### src/rtl/vtc_pkg.sv
package vtc_pkg;
  localparam int WORD_W   = 32;
  localparam int FULL_W   = 2 * WORD_W;
  localparam int CTL_EN   = 0;
  localparam int CTL_MASK = 1;
  localparam int CTL_STAT = 2;

  typedef enum logic {
    REG_CMP = 1'b0,
    REG_CTL = 1'b1
  } vtc_reg_e;

  // Deadline test: the counter minus the compare value must not be negative.
  // One extra bit holds the sign of the difference, so it never wraps.
  function automatic logic deadline_met(input logic [FULL_W-1:0] cnt,
                                        input logic [FULL_W-1:0] cmp);
    logic [FULL_W:0] diff;
    diff = {1'b0, cnt} - {1'b0, cmp};
    return ~diff[FULL_W];
  endfunction

  // Builds the control word read back by software.
  function automatic logic [WORD_W-1:0] pack_ctl(input logic en,
                                                 input logic mask,
                                                 input logic stat);
    logic [WORD_W-1:0] w;
    w = '0;
    w[CTL_EN]   = en;
    w[CTL_MASK] = mask;
    w[CTL_STAT] = stat;
    return w;
  endfunction
endpackage

### src/rtl/vtc_cmp_store.sv
module vtc_cmp_store
  import vtc_pkg::*;
#(
  parameter int CNT_W = 64
) (
  input  logic              clk,
  input  logic              rst_n,
  input  logic              wr_i,
  input  logic [WORD_W-1:0] wr_lo_i,
  input  logic [WORD_W-1:0] wr_hi_i,
  output logic [FULL_W-1:0] cmp_ext_o
);
  logic [FULL_W-1:0] wr_word;
  logic [CNT_W-1:0]  cmp_q;

  assign wr_word = {wr_hi_i, wr_lo_i};

  always_ff @(posedge clk) begin
    if (!rst_n)    cmp_q <= '0;
    else if (wr_i) cmp_q <= wr_word[CNT_W-1:0];
  end

  generate
    if (CNT_W < FULL_W) begin : g_narrow
      logic unused_wr_upper;
      assign unused_wr_upper = ^wr_word[FULL_W-1:CNT_W];
      assign cmp_ext_o = {{(FULL_W-CNT_W){1'b0}}, cmp_q};

      // the bits above the counter width always read zero
      a_r8_upper_zero: assert property (@(posedge clk) disable iff (!rst_n)
        cmp_ext_o[FULL_W-1:CNT_W] == '0);
    end else begin : g_full
      assign cmp_ext_o = cmp_q;
    end
  endgenerate

  // both words of a write land together on the next edge
  a_r2_pair_capture: assert property (@(posedge clk) disable iff (!rst_n)
    wr_i |=> (cmp_q == $past(wr_word[CNT_W-1:0])));
endmodule

### src/rtl/vtc_ctl_reg.sv
module vtc_ctl_reg
  import vtc_pkg::*;
(
  input  logic              clk,
  input  logic              rst_n,
  input  logic              wr_i,
  input  logic [WORD_W-1:0] wr_data_i,
  output logic              en_o,
  output logic              mask_o
);
  logic en_q, mask_q;
  logic unused_ctl_bits;

  // Only the enable and mask bits are stored; the status bit position is dropped.
  assign unused_ctl_bits = ^{wr_data_i[WORD_W-1:CTL_MASK+1]};

  always_ff @(posedge clk) begin
    if (!rst_n) begin
      en_q   <= 1'b0;
      mask_q <= 1'b0;
    end else if (wr_i) begin
      en_q   <= wr_data_i[CTL_EN];
      mask_q <= wr_data_i[CTL_MASK];
    end
  end

  assign en_o   = en_q;
  assign mask_o = mask_q;

  // the enable bit holds its value unless a control write arrives
  a_r9_ctl_hold: assert property (@(posedge clk) disable iff (!rst_n)
    !wr_i |=> $stable(en_q) && $stable(mask_q));
endmodule

### src/rtl/vtc_cond_eval.sv
module vtc_cond_eval
  import vtc_pkg::*;
#(
  parameter int CNT_W = 64
) (
  input  logic              clk,
  input  logic              rst_n,
  input  logic [CNT_W-1:0]  cnt_i,
  input  logic [FULL_W-1:0] cmp_ext_i,
  input  logic              en_i,
  input  logic              mask_i,
  output logic              met_o,
  output logic              status_o,
  output logic              irq_o
);
  logic [FULL_W-1:0] cnt_ext;
  logic              fire;
  logic              status_q, irq_q;

  generate
    if (CNT_W < FULL_W) begin : g_zext
      assign cnt_ext = {{(FULL_W-CNT_W){1'b0}}, cnt_i};
    end else begin : g_full
      assign cnt_ext = cnt_i;
    end
  endgenerate

  assign met_o = deadline_met(cnt_ext, cmp_ext_i);
  assign fire  = met_o & en_i;

  always_ff @(posedge clk) begin
    if (!rst_n) begin
      status_q <= 1'b0;
      irq_q    <= 1'b0;
    end else begin
      status_q <= fire;
      irq_q    <= fire & ~mask_i;
    end
  end

  assign status_o = status_q;
  assign irq_o    = irq_q;

  // the interrupt never rises without a visible status
  a_r4_irq_implies_status: assert property (@(posedge clk) disable iff (!rst_n)
    irq_q |-> status_q);

  // a disabled timer reports nothing on the next cycle
  a_r5_disabled_quiet: assert property (@(posedge clk) disable iff (!rst_n)
    !en_i |=> !status_q && !irq_q);

  // a masked cycle yields no interrupt on the next cycle
  a_r6_mask_blocks: assert property (@(posedge clk) disable iff (!rst_n)
    mask_i |=> !irq_q);

  // an enabled, met deadline shows up as status one cycle later
  a_r3_met_sets_status: assert property (@(posedge clk) disable iff (!rst_n)
    (en_i && met_o) |=> status_q);
endmodule

### src/rtl/vtimer_cmp_unit.sv
module vtimer_cmp_unit
  import vtc_pkg::*;
#(
  parameter int CNT_W = 64
) (
  input  logic              clk,
  input  logic              rst_n,
  input  logic [CNT_W-1:0]  cnt_i,
  input  logic              wr_en_i,
  input  logic              wr_sel_i,
  input  logic [WORD_W-1:0] wr_lo_i,
  input  logic [WORD_W-1:0] wr_hi_i,
  input  logic              rd_sel_i,
  output logic [WORD_W-1:0] rd_lo_o,
  output logic [WORD_W-1:0] rd_hi_o,
  output logic              irq_o
);
  logic              wr_cmp, wr_ctl;
  logic [FULL_W-1:0] cmp_ext;
  logic              en, mask, met, status;

  assign wr_cmp = wr_en_i && (vtc_reg_e'(wr_sel_i) == REG_CMP);
  assign wr_ctl = wr_en_i && (vtc_reg_e'(wr_sel_i) == REG_CTL);

  vtc_cmp_store #(.CNT_W(CNT_W)) u_cmp (
    .clk(clk), .rst_n(rst_n), .wr_i(wr_cmp),
    .wr_lo_i(wr_lo_i), .wr_hi_i(wr_hi_i), .cmp_ext_o(cmp_ext)
  );

  vtc_ctl_reg u_ctl (
    .clk(clk), .rst_n(rst_n), .wr_i(wr_ctl), .wr_data_i(wr_lo_i),
    .en_o(en), .mask_o(mask)
  );

  vtc_cond_eval #(.CNT_W(CNT_W)) u_cond (
    .clk(clk), .rst_n(rst_n), .cnt_i(cnt_i), .cmp_ext_i(cmp_ext),
    .en_i(en), .mask_i(mask), .met_o(met), .status_o(status), .irq_o(irq_o)
  );

  always_comb begin
    if (vtc_reg_e'(rd_sel_i) == REG_CMP) begin
      rd_lo_o = cmp_ext[WORD_W-1:0];
      rd_hi_o = cmp_ext[FULL_W-1:WORD_W];
    end else begin
      rd_lo_o = pack_ctl(en, mask, status);
      rd_hi_o = '0;
    end
  end

  // a compare write that moves the deadline past the counter clears status
  a_r7_rewrite_clears: assert property (@(posedge clk) disable iff (!rst_n)
    (!met) |=> !status);
endmodule

### config.mk
export PLATFORM = sky130hd
export DESIGN_NAME = vtimer_cmp_unit
export DESIGN_NICKNAME = d
export VERILOG_FILES = /design/src/rtl/vtc_pkg.sv /design/src/rtl/vtc_cmp_store.sv /design/src/rtl/vtc_ctl_reg.sv /design/src/rtl/vtc_cond_eval.sv /design/src/rtl/vtimer_cmp_unit.sv
export SDC_FILE = /design/constraint.sdc
export NUM_CORES = 1
export LEC_CHECK = 0
export BUFFER_PORTS_ARGS = -buffer_cell sky130_fd_sc_hd__buf_4
export CAP_MARGIN = 20
export CORE_MARGIN = 2
export CORE_UTILIZATION = 43
export DETAILED_ROUTE_END_ITERATION = 6
export PLACE_DENSITY = 0.76
export SYNTH_ARGS = -nofsm -noshare
export SYNTH_HDL_FRONTEND = slang
export SYNTH_SLANG_ARGS = --single-unit
export TNS_END_PERCENT = 30
### constraint.sdc
create_clock -name clk -period 1.9 [get_ports clk]
set_input_delay 0.38 -clock clk [delete_from_list [all_inputs] [get_ports clk]]
set_output_delay 0.38 -clock clk [all_outputs]
set_load 0.005 [all_outputs]
==> metrics.md, run 1 <==
| Metric | Value |
|---|---|
| Synth Warn # | 0 |
| Type of the worst min-delay path | primary input to flop |
| Startpoint types | flop |
| Largest net degree at the start of global routing | 42 |
| CP top delay family | buffers and inverters |
| Critical path's largest stage delay | around 0.34 ns |
| Pre-antenna DRT Iters | 4 |
| Iter 0 DRT Violations | 196 |
| CTS clk-pin slew, worst paths | ~0.080 ns |
| Core Util, Final | between 60% and 70% |
| Worst VDD drop | between 0.3 and 0.4 mV |
| Routed Wire Length | approximately 14,000 µm |
| Most used cell, CP | buf_4 |
| Leak Pwr | between 3 and 4 nW |
| Die Span X | between 100 and 150 µm |
| Mean Syn Cell Area | between 7 and 8 µm² |
| RSZ-0062 raised after global routing | yes |
| CORE AREA | 0.009819 mm² |
| Layout Nets | between 1,000 and 1,500 |
| CTS tree | done |
| Fin Hold WS | 0.2688 ns |
| Routability congestion estimate | 0.8593 |
| Worst-margin pin slew | roughly 0.4 ns |
| Fill cell count | about 800 |
| Outcome | finished, violations left |
| Row Count | 36 |
| Htree depth | 3 |
| Slew Viols, Final | 0 |
| Pwr dens | around 560 mW/mm² |
| Slowest stage cell, crit path | dfxtp_2 |
| Final hold violations | 0 |
| CP required | 2.18 ns |
| Leading area contributor after synthesis | dfxtp_1 |
| Syn Inst Count | around 600 |
| CP arrival | 2.26 ns |
| Routed Antenna Nets | 0 |
| Post-Syn Area | between 0.004 and 0.005 mm² |
| Clk_lat worst skew | around 0.34 ns |
| Drt wl/cell | 14.01 µm |
| Sequential share of the synthesized area | a little over 30% |
| Port bufs | 197 |
| Detailed placement HPWL | approximately 10,000 µm |
| Crit path kind | flop to flop |
| Cts hold-fix bufs | 0 |
| Design Power | around 3.9 mW |
| Synth-to-layout area growth | 56.80% |
| Sequential cell area | between 0.001 and 0.0015 mm² |
| Max Clock Skew | approximately 0.005 ns |
| Max cap viols | 0 |
| Vias | around 4,800 |
| Area of the multi-input gates | roughly 0.003 mm² |
| First-pass GRT wire length | about 22,000 µm |
| Grt total ovfl | 0 |
| CTS root buffer | clkbuf_8 |
| CTS buffer count | 9 |
| CP max FO | 2 |
| Part of the cycle the worst path needs | 104.2% |
| Final setup viols | 2 |
| All-Layer GR Usage | between 20% and 30% |
| Num ports | a little under 200 |
| Drc violations | 0 |
| PnR worst setup slack | -0.07970 ns |
| Post-synth top area share | slightly above 30% |
| Syn nets | approximately 800 |
| Failing checks | negative setup slack |
| Via/cell ratio | around 5 |
| CP cell instances | inv_2 -> ha_4 -> nand4_1 -> buf_4 -> buf_4 -> buf_4 -> buf_4 -> nor3_2 -> nand2_1 -> o211ai_1 -> a211oi_2 -> a211oi_2 |
| Initial antenna violation count | 0 |
| # diodes | 0 |
| Fmax | roughly 500 MHz |
| Initial core utilization | between 40 and 50% |
| Die ar. | 0.01101 mm² |
| Share of cells above drive strength 1 | 39.06% |
| Worst relative slew slack | between 70% and 80% |
| Clk buf depth | 2 |
| Vias in the first global route | roughly 4,800 |
| Clk sink count | 68 |
| Seq cells post-synth | 68 |
| Critical path capture point type | flop |
| Buf/Inv on CP | 5 |
| Synth cell types | 31 |
| Setup TNS | -0.1523 ns |
| Minimum clock period | 1.980 ns |
| Top cells by area, synth | dfxtp_1, ha_1, nand2_1 |
| Die Y | ~100 µm |
## flip-flops by register name, indices dropped and copies added, names as in the netlist
register,flops
u_cmp.cmp_ext_o,64
u_cond.irq_o,1
u_cond.status_o,1
u_ctl.en_o,1
u_ctl.mask_o,1
## synth_stat cells (all sizes together)
library cell	n
o21ai	10
nand4	10
a22oi	1
nor2b	1
nand2	154
a21boi	67
mux2	1
inv	65
nor2	66
ha	63
nand2b	2
a211oi	3
nor4	3
a221oi	4
and4	1
a21oi	25
nand3	10
a2111o	1
o31ai	1
nor3	5
or3	1
o211ai	1
a21o	3
clkbuf	28
dfxtp	68
## kinds of logic after synthesis
family,Yosys count,share of synthesized area [%]
AO/OA/AOI/OAI,116,18.30
adder cells (fa/ha/maj),63,17.99
buffers and inverters,93,7.967
flip-flops,68,31.07
multiplexers,1,0.2570
AND/OR/NAND/NOR,253,24.41
## final timing paths
check	from	endpoint	slack (ns)	cells after the start
setup / recovery	u_cmp.cmp_ext_o[61]$_SDFFE_PN0P_	u_cond.irq_o$_SDFF_PN0_	-0.08	12
hold / removal	wr_hi_i[19]	u_cmp.cmp_ext_o[51]$_SDFFE_PN0P_	0.27	3
setup reg to reg	u_cmp.cmp_ext_o[61]$_SDFFE_PN0P_	u_cond.irq_o$_SDFF_PN0_	-0.08	12
hold reg to reg	u_cmp.cmp_ext_o[24]$_SDFFE_PN0P_	u_cmp.cmp_ext_o[24]$_SDFFE_PN0P_	0.45	2
## power by group
group | switching, mW | internal, mW
Combinational | 0.450 | 0.539
Clock | 0.609 | 0.745
Sequential | 0.0340 | 1.49
## worst min-delay path: stages
cell and delay [ns]:
buf_4 0.11, nand2_1 0.05, a21boi_1 0.05
## metrics by stage
step | setup slack (ns) | cells | instance area [µm²]
floorplan | 0.02299 | 594 | 4382
finish | -0.07970 | 965 | 6870
detailed placement | -0.3757 | 938 | 6272
CTS | -0.1874 | 964 | 6738
global route | -0.1882 | 965 | 6870
global placement | -0.3540 | 938 | 6272
## layout make-up
class / count / area share (%)
inverter: 65 / 3.551
sequential: 68 / 20.03
tap: 133 / 2.422
clock inverter: 7 / 1.457
clock buffer: 9 / 1.803
timing repair buffer: 250 / 27.68
multi-input combinational: 433 / 43.05
## per-layer routing
| layer | up-vias | global-route usage [%] | share of wire [%] |
|---|---|---|---|
| met1 | 2178 | 28.76 | 42 |
| met3 | 36 | 3.868 | 5.1 |
| met4 | 0 | 11.05 | 3.2 |
| li1 | 2414 | - | - |
| met2 | 157 | 42.53 | 50 |
| met5 | - | 0 | 0 |
## what timing repair did
item	in CTS	in global routing
buffers inserted	10	1
endpoints found under the setup margin	2	2
pin swaps	13	11
resized for setup	36	15
## layout by cell type, fill, tap and decap left out, types with 8 or more instances in the layout
master      n
nand3_1     9
ha_4       18
inv_1      54
inv_2      11
nand2_1   154
buf_4     248
a21boi_1   66
dfxtp_2    12
clkbuf_8    9
dfxtp_1    56
ha_1       45
nor2_1     66
a21oi_1    23
nand4_1     8
No activity file was read; power rests on OpenSTA's default activity.
==> run 2: changes to the inputs <==
- CORE_UTILIZATION: 43 -> 24
- PLACE_DENSITY: 0.76 -> 0.47
==> run 2 against run 1 <==
Non-clock buffer count is 5 higher. Clock skew rose by 0.0037 ns. The run still ends with negative setup slack left. First-iteration DRC count shrank 49%. Cell count rose by 10%. Die area up 76%. Cell area grew 3.4%. Wire length up 9.3%. Clock power rose by 37%. Critical path depth fell by 3.
==> metrics.md, run 2 (synthesis gave the netlist of run 1 again) <==
| Metric | Value |
|---|---|
| Placed Cells incl. Taps | 1,044 |
| Share of cells above drive strength 1 | roughly 38% |
| Grt total ovfl | 0 |
| Final hold violations | 0 |
| R2R setup slack | -0.18 ns |
| Fmax | about 480 MHz |
| Drc violations | 0 |
| Worst relative slew slack | 74.27% |
| Max cap viols | 0 |
| Type of the worst min-delay path | primary input to flop |
| Most frequent cells in the layout | buf_4, nand2_1, nor2_1, a21boi_1, dfxtp_1 |
| CTS buffer count | 9 |
| First-pass GRT wire length | between 20,000 and 25,000 µm |
| Reg-to-Reg End | u_cond.irq_o$_SDFF_PN0_ |
| Die Y | between 100 and 150 µm |
| Num ports | just under 200 |
| RSZ-0062 raised after global routing | yes |
| Vias | between 4,000 and 5,000 |
| Commonest non-fill, non-tap cell in the layout | buf_4 |
| # diodes | 0 |
| Initial antenna violation count | 0 |
| Initial core utilization | between 20 and 25% |
| CTS root buffer | clkbuf_16 |
| CTS tree | done |
| Min-Delay Endpoint | u_cmp.cmp_ext_o[53]$_SDFFE_PN0P_ |
| Pwr dens | between 600 and 700 mW/mm² |
| Outcome | finished, violations left |
| Hold Startpoint | wr_hi_i[21] |
| Synth-to-layout area growth | 62.11% |
| Worst VDD drop | between 0.3 and 0.4 mV |
| Hold Path Depth | 3 |
| Htree depth | 3 |
| Clk_lat worst skew | around 0.34 ns |
| Iter 0 DRT Violations | 100 |
| Final setup viols | 2 |
| Worst Reg-to-Reg Cells | 9 |
| Row Count | 49 |
| Crit path kind | flop to flop |
| CP required | 2.16 ns |
| PnR worst setup slack | -0.1834 ns |
| Max Clock Skew | ~0.0087 ns |
| CTS clk-pin slew, worst paths | ~0.060 ns |
| Critical path capture point type | flop |
| Slew Viols, Final | 0 |
| Startpoint types | flop |
| Clk buf depth | 2 |
| Post-placement cell area | 0.006505 mm² |
| Reg2reg start | u_cmp.cmp_ext_o[58]$_SDFFE_PN0P_ |
| Routability congestion estimate | approximately 0.78 |
| Final Instance Area | approximately 0.007 mm² |
| Worst-margin pin slew | ~0.39 ns |
| Leak Pwr | approximately 3.1 nW |
| All-Layer GR Usage | around 15% |
| Die Span X | 139.1 µm |
| Clk sink count | 68 |
| CORE AREA | roughly 0.018 mm² |
| Pre-antenna DRT Iters | 6 |
| Failing checks | negative setup slack |
| Final std cells w/o fill | roughly 1,100 |
| Routed Antenna Nets | 0 |
| Drt wl/cell | 13.86 µm |
| Largest register FFs | 64 |
| Design Power | around 4.4 mW |
| Die ar. | between 0.015 and 0.02 mm² |
| Via/cell ratio | roughly 4.3 |
| CP max FO | 3 |
| Vias in the first global route | around 4,600 |
| CP arrival | between 2 and 2.5 ns |
| Largest net degree at the start of global routing | 45 |
| Minimum clock period | between 2 and 2.5 ns |
| Detailed placement HPWL | ~11,000 µm |
| Routed Wire Length | 14,770 µm |
| Port bufs | about 200 |
| Part of the cycle the worst path needs | 109.7% |
| Layout Nets | slightly above 1,000 |
==> run 2: cell count changes in the layout (fill, tap and decap cells not counted), moves of 2 or more <==
cell / before / now
a21oi_2: 2 / 0
clkbuf_16: 0 / 9
ha_1: 45 / 49
a21oi_1: 23 / 25
buf_12: 2 / 5
clkbuf_8: 9 / 1
ha_4: 18 / 14
buf_4: 248 / 250
==> run 2: metrics by stage <==
stage	setup slack (ns)	setup TNS (ns)	util (%)	hold slack [ns]
2_1_floorplan	0.02299	0	-	0.4224
3_3_place_gp	-0.3512	-0.6281	36.21	0.4418
3_5_place_dp	-0.3946	-0.7000	36.21	0.4449
4_1_cts	-0.2132	-0.3851	39.00	0.2618
5_1_grt	-0.3346	-0.6168	39.54	0.2773
6_report	-0.1834	-0.2948	39.54	0.2770
==> run 2: layout make-up <==
cell class | count | area (µm²)
Clock inverter | 6 | 87.58
Clock buffer | 10 | 239.0
Tap cell | 229 | 286.5
Timing Repair Buffer | 255 | 1977
Sequential cell | 68 | 1376
Fill cell | 1951 | 10860
Inverter | 65 | 244.0
Multi-Input combinational cell | 433 | 2893
==> run 2: power by group <==
group          switching, mW  internal, mW  total (mW)  leakage [nW]
Clock                  0.670          1.18        1.85         0.151
Combinational          0.439         0.535       0.974          2.43
Sequential            0.0328          1.49        1.53         0.561
==> run 2: how the worst max path moves through the flow <==
stage	from	to	slack (ns)	cells past startpoint
after global routing	u_cmp.cmp_ext_o[58]$_SDFFE_PN0P_	u_cond.irq_o$_SDFF_PN0_	-0.33	9
after global placement	cnt_i[58]	u_cond.irq_o$_SDFF_PN0_	-0.35	9
final	u_cmp.cmp_ext_o[58]$_SDFFE_PN0P_	u_cond.irq_o$_SDFF_PN0_	-0.18	9
after CTS	u_cmp.cmp_ext_o[53]$_SDFFE_PN0P_	u_cond.irq_o$_SDFF_PN0_	-0.21	9
after floorplan	cnt_i[55]	u_cond.irq_o$_SDFF_PN0_	0.02	7
after detailed placement	cnt_i[58]	u_cond.irq_o$_SDFF_PN0_	-0.39	9
==> run 2: critical path, stage by stage (launching register included) <==
cell and delay (ns):
dfxtp_2 0.33, inv_2 0.05, ha_4 0.27, nand4_1 0.17, nor4_2 0.36, buf_4 0.19, nand3_4 0.07, nor4_4 0.24
a211oi_2 0.12, a211oi_2 0.21
==> run 2: what timing repair did <==
action,in CTS,in global routing
setup buffers,4,2
gates resized for setup,28,15
cloned,0,0
hold buffers,0,0
pin swaps,14,9
setup endpoints to repair,2,2
==> run 2: metal layers <==
layer	wire length, µm	share of wire, %	track usage [%]	vias up
li1	-	-	-	2420
met1	6527	44	18.48	2060
met2	7165	49	26.29	112
met3	860	5.8	3.936	13
met4	217	1.5	4.838	0
met5	0	0	0	-
